[src/rtl/bufptr_port.sv]
module bufptr_port #(
  parameter int AW = 11,
  parameter int DW = 8
) (
  input  logic          clk,
  input  logic          rst_n,
  input  logic          cs,
  input  logic          rd,
  input  logic          wr,
  input  logic [2:0]    addr,
  input  logic [DW-1:0] wdata,
  output logic [DW-1:0] rdata,
  output logic          ram_en,
  output logic          ram_we,
  output logic [AW-1:0] ram_addr,
  output logic [DW-1:0] ram_wdata,
  input  logic [DW-1:0] ram_rdata
);
  localparam int HIW = AW - DW;
  localparam int PADW = DW - 2 - HIW;

  logic [AW-1:0] ptr_q, ptr_inc, pf_addr;
  logic [DW-1:0] data_q;
  logic          mode_rd, autoinc, pf_pend;
  logic          wr_acc, rd_acc, hit_hi, hit_lo, hit_dat;
  logic          data_wr, data_rd, pf_lo, step;

  assign wr_acc  = cs & wr;
  assign rd_acc  = cs & rd & ~wr;
  assign hit_hi  = (addr == 3'd2);
  assign hit_lo  = (addr == 3'd3);
  assign hit_dat = (addr == 3'd4);

  assign data_wr = wr_acc & hit_dat & ~mode_rd;
  assign data_rd = rd_acc & hit_dat & mode_rd;
  assign pf_lo   = wr_acc & hit_lo & mode_rd;
  assign step    = (data_wr | data_rd) & autoinc;

  assign ptr_inc = ptr_q + 1'b1;
  assign pf_addr = pf_lo   ? {ptr_q[AW-1:DW], wdata} :
                   autoinc ? ptr_inc : ptr_q;

  assign ram_en    = data_wr | data_rd | pf_lo;
  assign ram_we    = data_wr;
  assign ram_addr  = data_wr ? ptr_q : pf_addr;
  assign ram_wdata = wdata;

  always_comb begin
    rdata = '0;
    if (rd_acc) begin
      case (addr)
        3'd2:    rdata = {mode_rd, autoinc, {PADW{1'b0}}, ptr_q[AW-1:DW]};
        3'd3:    rdata = ptr_q[DW-1:0];
        3'd4:    rdata = data_q;
        default: rdata = '0;
      endcase
    end
  end

  always_ff @(posedge clk) begin
    if (!rst_n) begin
      ptr_q   <= '0;
      mode_rd <= 1'b0;
      autoinc <= 1'b0;
      data_q  <= '0;
      pf_pend <= 1'b0;
    end else begin
      pf_pend <= data_rd | pf_lo;
      if (pf_pend) data_q <= ram_rdata;
      if (wr_acc && hit_hi) begin
        mode_rd           <= wdata[DW-1];
        autoinc           <= wdata[DW-2];
        ptr_q[AW-1:DW]    <= wdata[HIW-1:0];
      end
      if (wr_acc && hit_lo) ptr_q[DW-1:0] <= wdata;
      if (step) ptr_q <= ptr_inc;
    end
  end
endmodule


[config.mk]
export PLATFORM = sky130hd
export DESIGN_NAME = bufptr_port
export DESIGN_NICKNAME = d
export VERILOG_FILES = /design/src/rtl/bufptr_port.sv
export SDC_FILE = /design/constraint.sdc
export NUM_CORES = 1
export LEC_CHECK = 0
export ABC_AREA = 1
export ABC_CLOCK_PERIOD_IN_PS = 3310
export CELL_PAD_IN_SITES_DETAIL_PLACEMENT = 1
export CELL_PAD_IN_SITES_GLOBAL_PLACEMENT = 2
export CORE_ASPECT_RATIO = 1.75
export CORE_MARGIN = 5
export CORE_UTILIZATION = 26
export DETAILED_ROUTE_END_ITERATION = 7
export PLACE_DENSITY_LB_ADDON = 0.15
export SETUP_SLACK_MARGIN = 0.3
export SLEW_MARGIN = 10
export SYNTH_ARGS = -nofsm -noshare
export SYNTH_HDL_FRONTEND = slang
export SYNTH_SLANG_ARGS = --single-unit
[constraint.sdc]
create_clock -name clk -period 3.31 [get_ports clk]
set_input_delay 0.662 -clock clk [delete_from_list [all_inputs] [get_ports clk]]
set_output_delay 0.662 -clock clk [all_outputs]
set_load 0.01 [all_outputs]
==> results of run 1 <==
[what timing repair did]
action                                  CTS  global route
pin swaps                                 2             3
hold endpoints to repair                  0             0
resized for setup                        24            24
setup buffers                             1             1
endpoints found under the setup margin   20            15
[path summary, 6_finish.rpt]
| path | cells after the start | startpoint | to | slack, ns |
|---|---|---|---|---|
| setup reg to reg | 8 | mode_rd | ptr_q[0] | 1.57 |
| hold reg to reg | 2 | data_q[1] | data_q[1] | 0.50 |
| hold / removal | 2 | data_q[1] | data_q[1] | 0.50 |
| setup / recovery | 11 | addr[2] | ram_addr[0] | 0.34 |
[worst min-delay path: cells and delay by family (launching register included)]
family             cells  cell delay (ns)
DFF                    1             0.32
AOI/OAI and AO/OA      1             0.07
and+or+nand+nor        1             0.07
[final cells by class]
type	count	area share
well taps	82	0.0405
flip-flops and latches	22	0.174
clock buffers	4	0.0351
multi-input cells	209	0.442
repair buffers	73	0.258
inverters	33	0.0499
[sequential cells by signal, indices dropped and copies added, names as in the netlist]
| register | cells |
|---|---|
| mode_rd | 1 |
| autoinc | 1 |
| ptr_q | 11 |
| pf_pend | 1 |
| data_q | 8 |
[kinds of logic (layout without fill, tap and decap cells)]
| group | Yosys count | count (layout) |
|---|---|---|
| buf+inv | 48 | 110 |
| mux | 3 | 3 |
| fa+ha+maj | 1 | 1 |
| simple gates | 161 | 161 |
| compound gates | 40 | 40 |
| xor+xnor | 4 | 4 |
| flops | 22 | 22 |
[through the flow]
| step | hold WS (ns) | TNS, ns | util | power (uW) |
|---|---|---|---|---|
| 2_1_floorplan | 0.463 | 0 | - | 320 |
| 3_3_place_gp | 0.477 | -0.116 | 0.367 | 384 |
| 3_5_place_dp | 0.484 | -0.235 | 0.367 | 385 |
| 4_1_cts | 0.503 | 0 | 0.384 | 678 |
| 5_1_grt | 0.531 | 0 | 0.387 | 692 |
| 6_report | 0.498 | 0 | 0.387 | 669 |
[routing by layer]
layer  up-vias  part of all wire  wire [microns]
met5         -                 0               0
met4         0            0.0075              50
met3         4             0.046             302
met2        40              0.56            3700
met1       949              0.39            2580
li1       1020                 -               -
[placed cells by master, fill, tap and decap left out, types with 4 or more instances in the layout]
cell,instances
sky130_fd_sc_hd__xor2_1,4
sky130_fd_sc_hd__clkbuf_2,6
sky130_fd_sc_hd__nand3_1,36
sky130_fd_sc_hd__dlygate4sd2_1,9
sky130_fd_sc_hd__nor2_1,43
sky130_fd_sc_hd__inv_1,29
sky130_fd_sc_hd__nand2_1,61
sky130_fd_sc_hd__buf_4,21
sky130_fd_sc_hd__nand2_2,4
sky130_fd_sc_hd__a21oi_1,14
sky130_fd_sc_hd__nor2_4,6
sky130_fd_sc_hd__o21ai_0,15
sky130_fd_sc_hd__nand2_4,4
sky130_fd_sc_hd__dfxtp_1,22
sky130_fd_sc_hd__clkdlybuf4s50_1,30
sky130_fd_sc_hd__dlymetal6s2s_1,7
[where the power goes]
| group | switching [uW] | leakage [uW] | internal [uW] | total, uW |
|---|---|---|---|---|
| Combinational | 52.2 | 0.00110 | 54.1 | 106 |
| Clock | 105 | 0.0000442 | 185 | 290 |
| Sequential | 4.85 | 0.000177 | 267 | 272 |
| Total | 162 | 0.00132 | 506 | 669 |
==> results.cfg, run 1 <==
[clocking]
clock_latency_on_the_worst_skew_pair_ns = 0.26
ctsLongestPathBuffers = 2
numCtsBuffers = 3
clkTransAtPathRegs_ns = 0.06
cts.htree.levels = 1
cts_tree = done
cts.sinks = 22
cts.root.buffer_cell = sky130_fd_sc_hd__clkbuf_16
hold_buffers = 0

[timing]
timing.final.hold_violations = 0
final_min_period_over_clock_period = 0.896
timing.max_slew.rel_slack = 0.521
postLayoutSetupSlackWorst_ns = 0.345
finalClockSkew_ns = 0.00249
worst_slew_pin_slew_ns = 0.716
maxSlewViolCount = 0
grt_setup_unrepaired = true
finalSetupViolCount = 0
finalCriticalPeriod_ns = 2.97
clock.fmax_ghz = 0.337

[final_layout]
design_area_sq_um = 2530
layout.filler_cells = 873
multiInputGateArea_sq_um = 1120
final_cell_count_no_fill = 423
ff_latch_area_sq_um = 440
antenna_cells_inserted = 0
syn_to_final_growth_pct = 45.2
final_net_count = 367
layout-drive-gt1-share = 0.170

[route]
routed_wirelength_microns = 6630
drc_errors = 0
wl_per_cell_microns = 15.7
antenna_left = 0
drt_iter0_markers = 65
avgViaCountPerCell = 4.76
via_count = 2013
drt_pass1_iterations = 4

[placement]
dp.final_hpwl_microns = 5450
dp_cells = 417
routability_cong = 0.834
numPortBuffers = 52
post_dp_cell_area_sq_um = 2400
preCtsSetupSlack_ns = -0.0571

[global_routing]
global_route.overflow_total = 0
grt_start_max_net_pins = 20
grt_util_met1 = 0.176
wire_length_of_the_first_global_routing_pass_microns = 10800
grt_antenna_before_repair = 0
first_global_vias = 2183
globalRouteMet2Util = 0.313
track_usage = 0.160
grt_util_met3 = 0.0204
top_usage_layer = met2

[critical_path]
cp_data_required_time_ns = 2.65
critical_path.most_common_cell = sky130_fd_sc_hd__buf_4
worst_path_dominant_cell_family = buffers and inverters
crit_slowest_cell = sky130_fd_sc_hd__clkdlybuf4s50_1
timing.critical_path.buf_inv = 5
worstPathArrival_ns = 2.30
crit_path_cell_trace = clkdlybuf4s50_1 -> buf_4 -> nand2_2 -> nor2_4 -> nand2_4 -> buf_4 -> nand2_2 -> buf_4 -> nand2_1 -> o211ai_1 -> dlygate4sd2_1
setup.worst_path.start_class = primary input
critical_path_peak_fanout = 3
worst_setup_path_end_kind = output port
critical-path-max-stage-delay_ns = 0.47
worstSetupPathType = in2out

[synthesis]
avg_cell_area_syn_sq_um = 6.25
synth_flop_cell = sky130_fd_sc_hd__dfxtp_1
yosysWarningCount = 0
post_synth_and_or_nand_nor_area_fraction = 0.429
synth-edff-count = 0
synth-seq-area-share = 0.253
netlist-cell-type-count = 30
top_post_synthesis_cells_by_area = sky130_fd_sc_hd__dfxtp_1, sky130_fd_sc_hd__nand2_1, sky130_fd_sc_hd__nand3_1
yosysMostFrequentCell = sky130_fd_sc_hd__nand2_1
synth_area_leader_cell = sky130_fd_sc_hd__dfxtp_1
synth_commonest_cells = sky130_fd_sc_hd__nand2_1, sky130_fd_sc_hd__nor2_1, sky130_fd_sc_hd__nand3_1, sky130_fd_sc_hd__inv_1, sky130_fd_sc_hd__dfxtp_1
synthCells = 279
synth.area.mux_share = 0.0194
synth_fp_nets = 304
post_synth_xor_area_fraction = 0.0201
synth_compound_area_frac = 0.136
netlist.area_leader.share = 0.253
synthesized_area_sq_um = 1740
synth_top_family_by_area = simple AND/OR/NAND/NOR gates
asyncSetResetFlopFracSynth = 0
ys_ff_latch = 22
synth_fa_ha_area_frac = 0.00717

[floorplanning]
floorplan.rows = 39
core_area_sq_um = 6540
floorplan.die_area_sq_um = 8510
die_h_microns = 118
floorplan.io_pins = 53
start_util = 0.267
die-width_microns = 71.9

[run]
cap_viol_max_count = 0

[hold_path]
hold_class = reg2reg

[power_and_ir_drop]
vdd_ir_drop_max_v = 0.000151
power_per_cell_area_nw_per_um2 = 264
leakagePower_uw = 0.00132

[outcome]
status = completed
Power figures use the tool's default switching activity.
==> run 2: changes to the inputs <==
--- a/config.mk
+++ b/config.mk
@@ -14,7 +14,7 @@
 export CORE_UTILIZATION = 26
 export DETAILED_ROUTE_END_ITERATION = 7
 export PLACE_DENSITY_LB_ADDON = 0.15
-export SETUP_SLACK_MARGIN = 0.3
+export SETUP_SLACK_MARGIN = 0.5
 export SLEW_MARGIN = 10
 export SYNTH_ARGS = -nofsm -noshare
 export SYNTH_HDL_FRONTEND = slang
==> results.cfg, run 2 (synthesis gave the netlist of run 1 again) <==
[final_layout]
final_cell_count_no_fill = 422
final_cell_mix = sky130_fd_sc_hd__nand2_1, sky130_fd_sc_hd__nor2_1, sky130_fd_sc_hd__nand3_1, sky130_fd_sc_hd__inv_1, sky130_fd_sc_hd__clkdlybuf4s50_1
syn_to_final_growth_pct = 45.4
layout.filler_cells = 877
final_net_count = 366
antenna_cells_inserted = 0
layout-drive-gt1-share = 0.176
layout.cells.most_common = sky130_fd_sc_hd__nand2_1
registers.top_by_ff_count = ptr_q
largest_register_ff_count = 11
largestRegisters = ptr_q x11, data_q x8

[timing]
finalSetupViolCount = 0
grt_setup_unrepaired = true
finalCriticalPeriod_ns = 2.75
postLayoutSetupSlackWorst_ns = 0.560
timing.max_slew.rel_slack = 0.528
finalClockSkew_ns = 0.00235
timing.final.hold_violations = 0
maxSlewViolCount = 0
final_min_period_over_clock_period = 0.831
clock.fmax_ghz = 0.364
worst_slew_pin_slew_ns = 0.706

[critical_path]
crit_start = addr[2]
critical-path-max-stage-delay_ns = 0.35
worst_path_dominant_cell_family = buffers and inverters
worstSetupPathDepth = 8
worst_setup_path_end_kind = output port
setup.worst_path.start_class = primary input
worst-r2r-cell-count = 8
crit_path_cell_trace = dlygate4sd2_1 -> inv_2 -> nand3_4 -> nor2_4 -> nand2_4 -> nand3_4 -> mux2_2 -> dlygate4sd2_1
reg_to_reg_endpoint = ptr_q[0]
worstPathArrival_ns = 2.09
timing.rr.start = mode_rd
cp_data_required_time_ns = 2.65
worstSetupPathType = in2out
crit_slowest_cell = sky130_fd_sc_hd__mux2_2
worst-r2r-setup-slack_ns = 1.56
critical_path_peak_fanout = 5
critPathCapture = ram_addr[9]
timing.critical_path.buf_inv = 3

[global_routing]
global_route.overflow_total = 0
first_global_vias = 2171
wire_length_of_the_first_global_routing_pass_microns = 10800
grt_start_max_net_pins = 20
track_usage = 0.160
grt_antenna_before_repair = 0

[clocking]
cts.root.buffer_cell = sky130_fd_sc_hd__clkbuf_16
hold_buffers = 0
clock_latency_on_the_worst_skew_pair_ns = 0.26
cts.htree.levels = 1
numCtsBuffers = 3
ctsLongestPathBuffers = 2
cts.sinks = 22
cts_tree = done
clkTransAtPathRegs_ns = 0.06

[floorplanning]
start_util = 0.267
floorplan.die_area_sq_um = 8510
die-width_microns = 71.9
die_h_microns = 118
floorplan.io_pins = 53
core_area_sq_um = 6540
floorplan.rows = 39

[hold_path]
hold_class = reg2reg

[placement]
dp.final_hpwl_microns = 5450
routability_cong = 0.834
dp_cells = 417
numPortBuffers = 52
preCtsSetupSlack_ns = -0.0571

[power_and_ir_drop]
power_per_cell_area_nw_per_um2 = 263
vdd_ir_drop_max_v = 0.000150
power_uw = 666
leakagePower_uw = 0.00130

[route]
routed_wirelength_microns = 6670
wl_per_cell_microns = 15.8
drt_pass1_iterations = 4
drc_errors = 0
via_count = 2009
drt_iter0_markers = 71
antenna_left = 0
avgViaCountPerCell = 4.76

[outcome]
status = completed

[run]
cap_viol_max_count = 0
## run 2: cell types whose count changed in the layout (fill, tap and decap cells not counted), sizes merged
cell / before / now
clkbuf: 10 / 7
buf: 21 / 22
dlygate4sd2: 9 / 15
clkdlybuf4s15: 0 / 1
dlymetal6s2s: 7 / 4
clkdlybuf4s50: 30 / 27
## run 2: worst min-delay path by stage
stage                     startpoint   endpoint  cells past startpoint
final                      data_q[1]  data_q[1]                      2
after detailed placement   data_q[3]  data_q[3]                      2
after CTS                  data_q[3]  data_q[3]                      2
after global placement     data_q[3]  data_q[3]                      2
after floorplan            data_q[6]  data_q[6]                      2
after global routing       data_q[1]  data_q[1]                      2
## run 2: power breakdown
part / leakage, uW / internal, uW / switching (uW)
Combinational: 0.00108 / 52.4 / 52.7
Sequential: 0.000178 / 267 / 4.83
Clock: 0.0000442 / 185 / 104
## run 2: area by class of cell
type                            count  area [sq um]  share of cell area
Inverter                           33           124              0.0488
Sequential cell                    22           442               0.174
Multi-Input combinational cell    209          1140               0.449
Timing Repair Buffer               72           641               0.253
Clock buffer                        4          88.8              0.0350
Tap cell                           82           103              0.0405
## run 2: worst register-to-register path: cells and delay by family (launching register included)
family	cells	cell delay, ns
DFF	1	0.53
AOI/OAI and AO/OA	1	0.17
buffers and inverters	2	0.27
and+or+nand+nor	5	0.67
## run 2: per-layer routing
layer,wire length (microns),GRT usage,vias to the layer above,part of all wire
met5,0,0,-,0
met4,46,0.0365,0,0.0069
met3,254,0.0195,4,0.038
met2,3770,0.313,35,0.56
met1,2600,0.176,952,0.39
li1,-,-,1018,-
## run 2: stage by stage
| stage | TNS, ns | cell area (sq um) | hold slack (ns) | utilization |
|---|---|---|---|---|
| after CTS | 0 | 2490 | 0.503 | 0.381 |
| final | 0 | 2540 | 0.500 | 0.388 |
| after global routing | 0 | 2540 | 0.553 | 0.388 |
| after floorplan | 0 | 1740 | 0.463 | - |
| after global placement | -0.116 | 2400 | 0.477 | 0.367 |
| after detailed placement | -0.235 | 2400 | 0.484 | 0.367 |
## run 2: repair_timing
action                                  4_1_cts  5_1_grt
buffers inserted                              0        1
pin swaps                                     4        3
gates resized for setup                      37       19
endpoints found under the hold margin         0        0
endpoints found under the setup margin       21       15
